===== src/rtl/tbg_pkg.sv =====
package tbg_pkg;

  localparam int TBG_REG_W   = 8;
  localparam int TBG_RATE_W  = 3;
  localparam int TBG_N_RATES = 1 << TBG_RATE_W;

  // Field positions inside the control register
  localparam int POS_FLAG    = 7;
  localparam int POS_RATE_LO = 4;
  localparam int POS_ACK     = 3;
  localparam int POS_IE      = 2;
  localparam int POS_RUN     = 1;

  // log2 of the divide ratio for each rate code
  function automatic int tbg_shift(input int code);
    case (code)
      0:       return 15;
      1:       return 13;
      2:       return 11;
      3:       return 7;
      4:       return 6;
      5:       return 5;
      6:       return 4;
      default: return 3;
    endcase
  endfunction

  localparam int TBG_CNT_W = tbg_shift(0);

endpackage


===== src/rtl/tbg_rst_sync.sv =====
module tbg_rst_sync #(
  parameter int STAGES = 2
) (
  input  logic clk,
  input  logic rst_n,
  output logic rst_sync_n
);

  logic [STAGES-1:0] sync_q;

  always_ff @(posedge clk or negedge rst_n) begin
    if (!rst_n) sync_q <= '0;
    else        sync_q <= {sync_q[STAGES-2:0], 1'b1};
  end

  assign rst_sync_n = sync_q[STAGES-1];

endmodule


===== src/rtl/tbg_divider.sv =====
module tbg_divider
  import tbg_pkg::*;
#(
  parameter int CNT_W  = TBG_CNT_W,
  parameter int RATE_W = TBG_RATE_W
) (
  input  logic              clk,
  input  logic              rst_n,
  input  logic              run,
  input  logic [RATE_W-1:0] rate,
  output logic              tick
);

  localparam int N_TAPS = 1 << RATE_W;

  logic [CNT_W-1:0]  cnt_q, cnt_d;
  logic              cnt_ce;
  logic [N_TAPS-1:0] tap_hit;

  // next state: count while running, collapse to zero when stopped
  always_comb begin
    cnt_ce = run || (cnt_q != '0);
    cnt_d  = run ? cnt_q + 1'b1 : '0;
  end

  always_ff @(posedge clk or negedge rst_n) begin
    if (!rst_n)      cnt_q <= '0;
    else if (cnt_ce) cnt_q <= cnt_d;
  end

  // one wrap detector per rate code
  for (genvar g = 0; g < N_TAPS; g++) begin : g_tap
    localparam int SH = tbg_shift(g);
    assign tap_hit[g] = &cnt_q[SH-1:0];
  end

  assign tick = run && tap_hit[rate];

endmodule


===== src/rtl/tbg_ctrl.sv =====
module tbg_ctrl
  import tbg_pkg::*;
#(
  parameter int REG_W  = TBG_REG_W,
  parameter int RATE_W = TBG_RATE_W
) (
  input  logic              clk,
  input  logic              rst_n,
  input  logic              wr_en,
  input  logic [REG_W-1:0]  wr_data,
  input  logic              tick,
  output logic [RATE_W-1:0] rate,
  output logic              run,
  output logic              ie,
  output logic              flag
);

  logic [RATE_W-1:0] rate_q, rate_d;
  logic              run_q, run_d;
  logic              ie_q, ie_d;
  logic              flag_q, flag_d;
  logic              cfg_ce, rate_ce, flag_ce;
  logic              ack;

  always_comb begin
    cfg_ce  = wr_en;
    rate_ce = wr_en && !run_q;
    ack     = wr_en && wr_data[POS_ACK];
    run_d   = wr_data[POS_RUN];
    ie_d    = wr_data[POS_IE];
    rate_d  = wr_data[POS_RATE_LO +: RATE_W];
    // a new wrap event wins over a simultaneous acknowledge
    flag_ce = tick || ack;
    flag_d  = tick;
  end

  always_ff @(posedge clk or negedge rst_n) begin
    if (!rst_n) begin
      run_q <= 1'b0;
      ie_q  <= 1'b0;
    end else if (cfg_ce) begin
      run_q <= run_d;
      ie_q  <= ie_d;
    end
  end

  always_ff @(posedge clk or negedge rst_n) begin
    if (!rst_n)       rate_q <= '0;
    else if (rate_ce) rate_q <= rate_d;
  end

  always_ff @(posedge clk or negedge rst_n) begin
    if (!rst_n)       flag_q <= 1'b0;
    else if (flag_ce) flag_q <= flag_d;
  end

  assign rate = rate_q;
  assign run  = run_q;
  assign ie   = ie_q;
  assign flag = flag_q;

endmodule


===== src/rtl/tick_irq_gen.sv =====
module tick_irq_gen
  import tbg_pkg::*;
#(
  parameter int SYNC_STAGES = 2
) (
  input  logic                 clk,
  input  logic                 rst_n,
  input  logic                 wr_en,
  input  logic [TBG_REG_W-1:0] wr_data,
  output logic [TBG_REG_W-1:0] rd_data,
  output logic                 irq
);

  localparam int CNT_W  = TBG_CNT_W;
  localparam int RATE_W = TBG_RATE_W;

  logic              rst_core_n;
  logic              tick_w;
  logic              run_w;
  logic              ie_w;
  logic              flag_w;
  logic [RATE_W-1:0] rate_w;
  logic              unused_wr_bits;

  assign unused_wr_bits = ^{wr_data[POS_FLAG], wr_data[0]};

  tbg_rst_sync #(.STAGES(SYNC_STAGES)) u_rst (
    .clk        (clk),
    .rst_n      (rst_n),
    .rst_sync_n (rst_core_n)
  );

  tbg_ctrl #(.REG_W(TBG_REG_W), .RATE_W(RATE_W)) u_ctrl (
    .clk     (clk),
    .rst_n   (rst_core_n),
    .wr_en   (wr_en),
    .wr_data (wr_data),
    .tick    (tick_w),
    .rate    (rate_w),
    .run     (run_w),
    .ie      (ie_w),
    .flag    (flag_w)
  );

  tbg_divider #(.CNT_W(CNT_W), .RATE_W(RATE_W)) u_div (
    .clk   (clk),
    .rst_n (rst_core_n),
    .run   (run_w),
    .rate  (rate_w),
    .tick  (tick_w)
  );

  always_comb begin
    rd_data                           = '0;
    rd_data[POS_FLAG]                 = flag_w;
    rd_data[POS_RATE_LO +: RATE_W]    = rate_w;
    rd_data[POS_IE]                   = ie_w;
    rd_data[POS_RUN]                  = run_w;
  end

  assign irq = flag_w && ie_w;

endmodule


===== config.mk =====
export PLATFORM = sky130hd
export DESIGN_NAME = tick_irq_gen
export DESIGN_NICKNAME = d
export VERILOG_FILES = /design/src/rtl/tbg_pkg.sv /design/src/rtl/tbg_rst_sync.sv /design/src/rtl/tbg_divider.sv /design/src/rtl/tbg_ctrl.sv /design/src/rtl/tick_irq_gen.sv
export SDC_FILE = /design/constraint.sdc
export NUM_CORES = 1
export LEC_CHECK = 0
export ABC_AREA = 1
export BUFFER_PORTS_ARGS = -buffer_cell sky130_fd_sc_hd__buf_4
export CAP_MARGIN = 40
export CELL_PAD_IN_SITES_DETAIL_PLACEMENT = 1
export CELL_PAD_IN_SITES_GLOBAL_PLACEMENT = 2
export CORE_MARGIN = 2
export CORE_UTILIZATION = 29
export DETAILED_ROUTE_END_ITERATION = 10
export GPL_ROUTABILITY_DRIVEN = 0
export HOLD_SLACK_MARGIN = 0.03
export PLACE_DENSITY = 0.84
export SYNTH_ARGS = -nofsm -noshare
export SYNTH_HDL_FRONTEND = slang
export SYNTH_HIERARCHICAL = 1
export SYNTH_SLANG_ARGS = --single-unit

===== constraint.sdc =====
create_clock -name clk -period 0.8 [get_ports clk]
set_input_delay 0.04 -clock clk [delete_from_list [all_inputs] [get_ports clk]]
set_output_delay 0.04 -clock clk [all_outputs]
set_load 0.005 [all_outputs]

==> results_dict.tcl <==
set metrics [dict create \
    synth_top_area_share 0.4554 \
    async_flop_share 1.000 \
    syn2layout_area_growth_pct 71.78 \
    cts.path.max_buffers 2 \
    cts_tree "built" \
    fin_ws_ps -721.7 \
    status "finished, violations left" \
    maxCapViolCount 0 \
    fin_worst_skew_ps 6.898 \
    synthCells 158 \
    grt_pass1_vias 1414 \
    port_buffers 15 \
    p_leak_nw 1.057 \
    ant_nets 0 \
    cts_root_buf "clkbuf_8" \
    layout-drive-gt1-share 0.4474 \
    violations "negative setup slack" \
    clk_latency_ps 270 \
    grt_max_degree 22 \
    critical_path_buf_inv_count 2 \
    startpoint "u_div/cnt_q[1]" \
    finalHoldViolations 0 \
    dp_cells 252 \
    seqCellArea_um2 576.8 \
    synth_ff_type "dfrtp_1" \
    fin_util 0.5091 \
    wl_um 4071 \
    post-route-cell-area_mm2 0.002171 \
    antenna_found_initial 0 \
    holdWs_ps 89.15 \
    drt_drc_violations_left 0 \
    worst_ir_drop_vdd_mv 0.6463 \
    power_density_mw_per_mm2 1571 \
    r2r_cells 9 \
    synth.area.top_cells "dfrtp_1 (46%), nand2_1 (10%), inv_1 (7.1%)" \
    clk_pin_slew_ps 90 \
    nNetsFinal 244 \
    synthDistinctLibCells 26 \
    path_cells "ha_4, nand2_4, nor2_4, nand2_2, buf_4, buf_6, o31ai_4, nand2_1, nor2_1" \
    fp.dieH_um 70.01 \
    power_mw 3.411 \
    track_usage 0.1717 \
    r2r-end "u_div/cnt_q[10]" \
    pin_count 20 \
    path_depth 9 \
    synth_top_area_cell "dfrtp_1" \
    routedWlPerCell_um 14.54 \
    gr-total-overflow 0 \
    r2r_start "u_div/cnt_q[1]" \
    end_kind "flip-flop" \
    finalSetupViolations 28 \
    synth-seq-cells 23 \
    critPathCapture "u_div/cnt_q[10]" \
    synth_most_common_cell "nand2_1" \
    multi_input_area_um2 700.7 \
    first_iter_violations 40 \
    synth_edf_count 0 \
    fp.dieArea_mm2 0.004901 \
    r2r_slack_ps -720 \
    grt_setup_unrepaired "yes" \
    grt_pass1_wl_um 6693 \
    crit_family "flip-flops" \
    vias_per_cell 4.646 \
    row_count 24 \
    firstDrtPassIters 4 \
    slowest_delay_ps 430 \
    synthesis.area_mm2 0.001264 \
    core_area_mm2 0.004264 \
    instances_no_fill 280 \
    clock-sinks 23 \
    numCtsBuffers 3 \
    synth_warnings 6 \
    cp-start-kind "flip-flop" \
    critical_path_class "reg2reg" \
    die_width_um 70.01 \
    dp_hpwl_um 2668 \
    timing.final.crit_share 1.902 \
    syn-mean-instance-area_um2 7.998 \
    max_freq_mhz 657.2 \
    initial_core_util 0.2964 \
    cp_max_fo 3 \
    worstPathRequired_ps 1010 \
    antenna_cells 0 \
    crit_slowest_cell "dfrtp_1" \
    hold_path_class "in2async" \
    h-tree-depth 1 \
    synth-seq-area-share 0.4554 \
    placed_area_mm2 0.001662 \
    critPathArrivalTime_ps 1730 \
    drv_slew 0 \
    layout_min_cycle_time_ps 1522 \
    vias 1301 \
    fillers 500 \
    synth_commonest_cells "nand2_1 (35), inv_1 (24), dfrtp_1 (23)" \
]
## power by group
group / internal (mW) / switching [mW]
Sequential: 1.26 / 0.104
Clock: 0.348 / 0.398
Combinational: 0.712 / 0.584
Total: 2.32 / 1.09
## cell usage in the layout (no fill, tap or decap), types with 2 or more instances in the layout
master / netlist / routed
nor3_2: 1 / 2
dlygate4sd3_1: 0 / 8
a21oi_2: 1 / 4
buf_4: 5 / 40
nand4_1: 2 / 2
conb_1: 2 / 3
ha_1: 4 / 2
o21ai_1: 2 / 5
nor3_1: 3 / 2
buf_6: 1 / 22
ha_4: 0 / 2
inv_1: 24 / 21
dfrtp_1: 23 / 22
nand2_1: 35 / 33
buf_12: 0 / 2
nor2_1: 12 / 8
nand3_4: 0 / 2
nand3_1: 13 / 11
nor2_4: 3 / 7
o21ai_2: 0 / 4
clkbuf_8: 0 / 3
nand2_2: 3 / 3
inv_2: 1 / 2
a21oi_1: 7 / 4
xor2_1: 2 / 2
nand2_4: 1 / 3
## kinds of logic (layout without fill, tap and decap cells)
kind of cell,Yosys count,in the layout,synth area share
flops,23,23,0.4554
other cells,2,3,0.005943
fa+ha+maj,4,4,0.03961
compound gates,19,19,0.08218
buf+inv,32,101,0.1158
simple gates,76,76,0.2871
xor+xnor,2,2,0.01386
## worst register-to-register path, stage by stage, from the launching register on
cell     delay, ps
dfrtp_1        430
ha_4           190
nand2_4         50
nor2_4         120
nand2_2         90
buf_4          140
buf_6          120
o31ai_4        160
nand2_1         70
nor2_1          90
## metrics by stage
step                      setup slack (ps)  setup TNS (ps)
final                               -721.7          -10750
after global placement              -690.7           -8543
after CTS                           -701.1           -9947
after detailed placement            -767.2           -9537
after floorplan                     -581.3           -5223
after global routing                -855.7          -12680
## timing repair
| item | CTS | global route |
|---|---|---|
| pin swaps | 12 | 15 |
| setup buffers | 10 | 12 |
| hold buffers | 8 | 0 |
| hold endpoints to repair | 8 | 0 |
| resized for setup | 28 | 42 |
| setup endpoints to repair | 27 | 27 |
## how the worst min path moves through the flow
stage | startpoint | cells after the start | slack [ps] | endpoint
global placement | rst_n | 1 | -180 | u_rst/sync_q[1]
CTS | rst_n | 2 | 70 | u_rst/sync_q[0]
global route | rst_n | 2 | 70 | u_rst/sync_q[1]
finish | rst_n | 2 | 90 | u_rst/sync_q[0]
detailed placement | rst_n | 1 | -180 | u_rst/sync_q[0]
floorplan | rst_n | 0 | -260 | u_rst/sync_q[0]
## registers in the layout, summed over array words and instances (netlist names)
register,cells
u_rst/sync_q,2
u_ctrl/ie,1
u_ctrl/run,1
u_ctrl/flag,1
u_div/cnt_q,15
u_ctrl/rate,3
## routing by layer
| layer | routed length [um] | track usage | part of all wire |
|---|---|---|---|
| met3 | 90 | 0.02597 | 0.022 |
| met2 | 2254 | 0.3196 | 0.55 |
| met1 | 1710 | 0.2075 | 0.42 |
| met4 | 15 | 0.03846 | 0.0037 |
| met5 | 0 | 0 | 0 |
## final cells by class
type,instances,area share
clock inverters,1,0.002305
well taps,52,0.02997
repair buffers,72,0.3078
inverters,25,0.05245
flip-flops and latches,23,0.2657
multi-input cells,104,0.3228
clock buffers,3,0.01902
(Power assumes the default switching activity.)
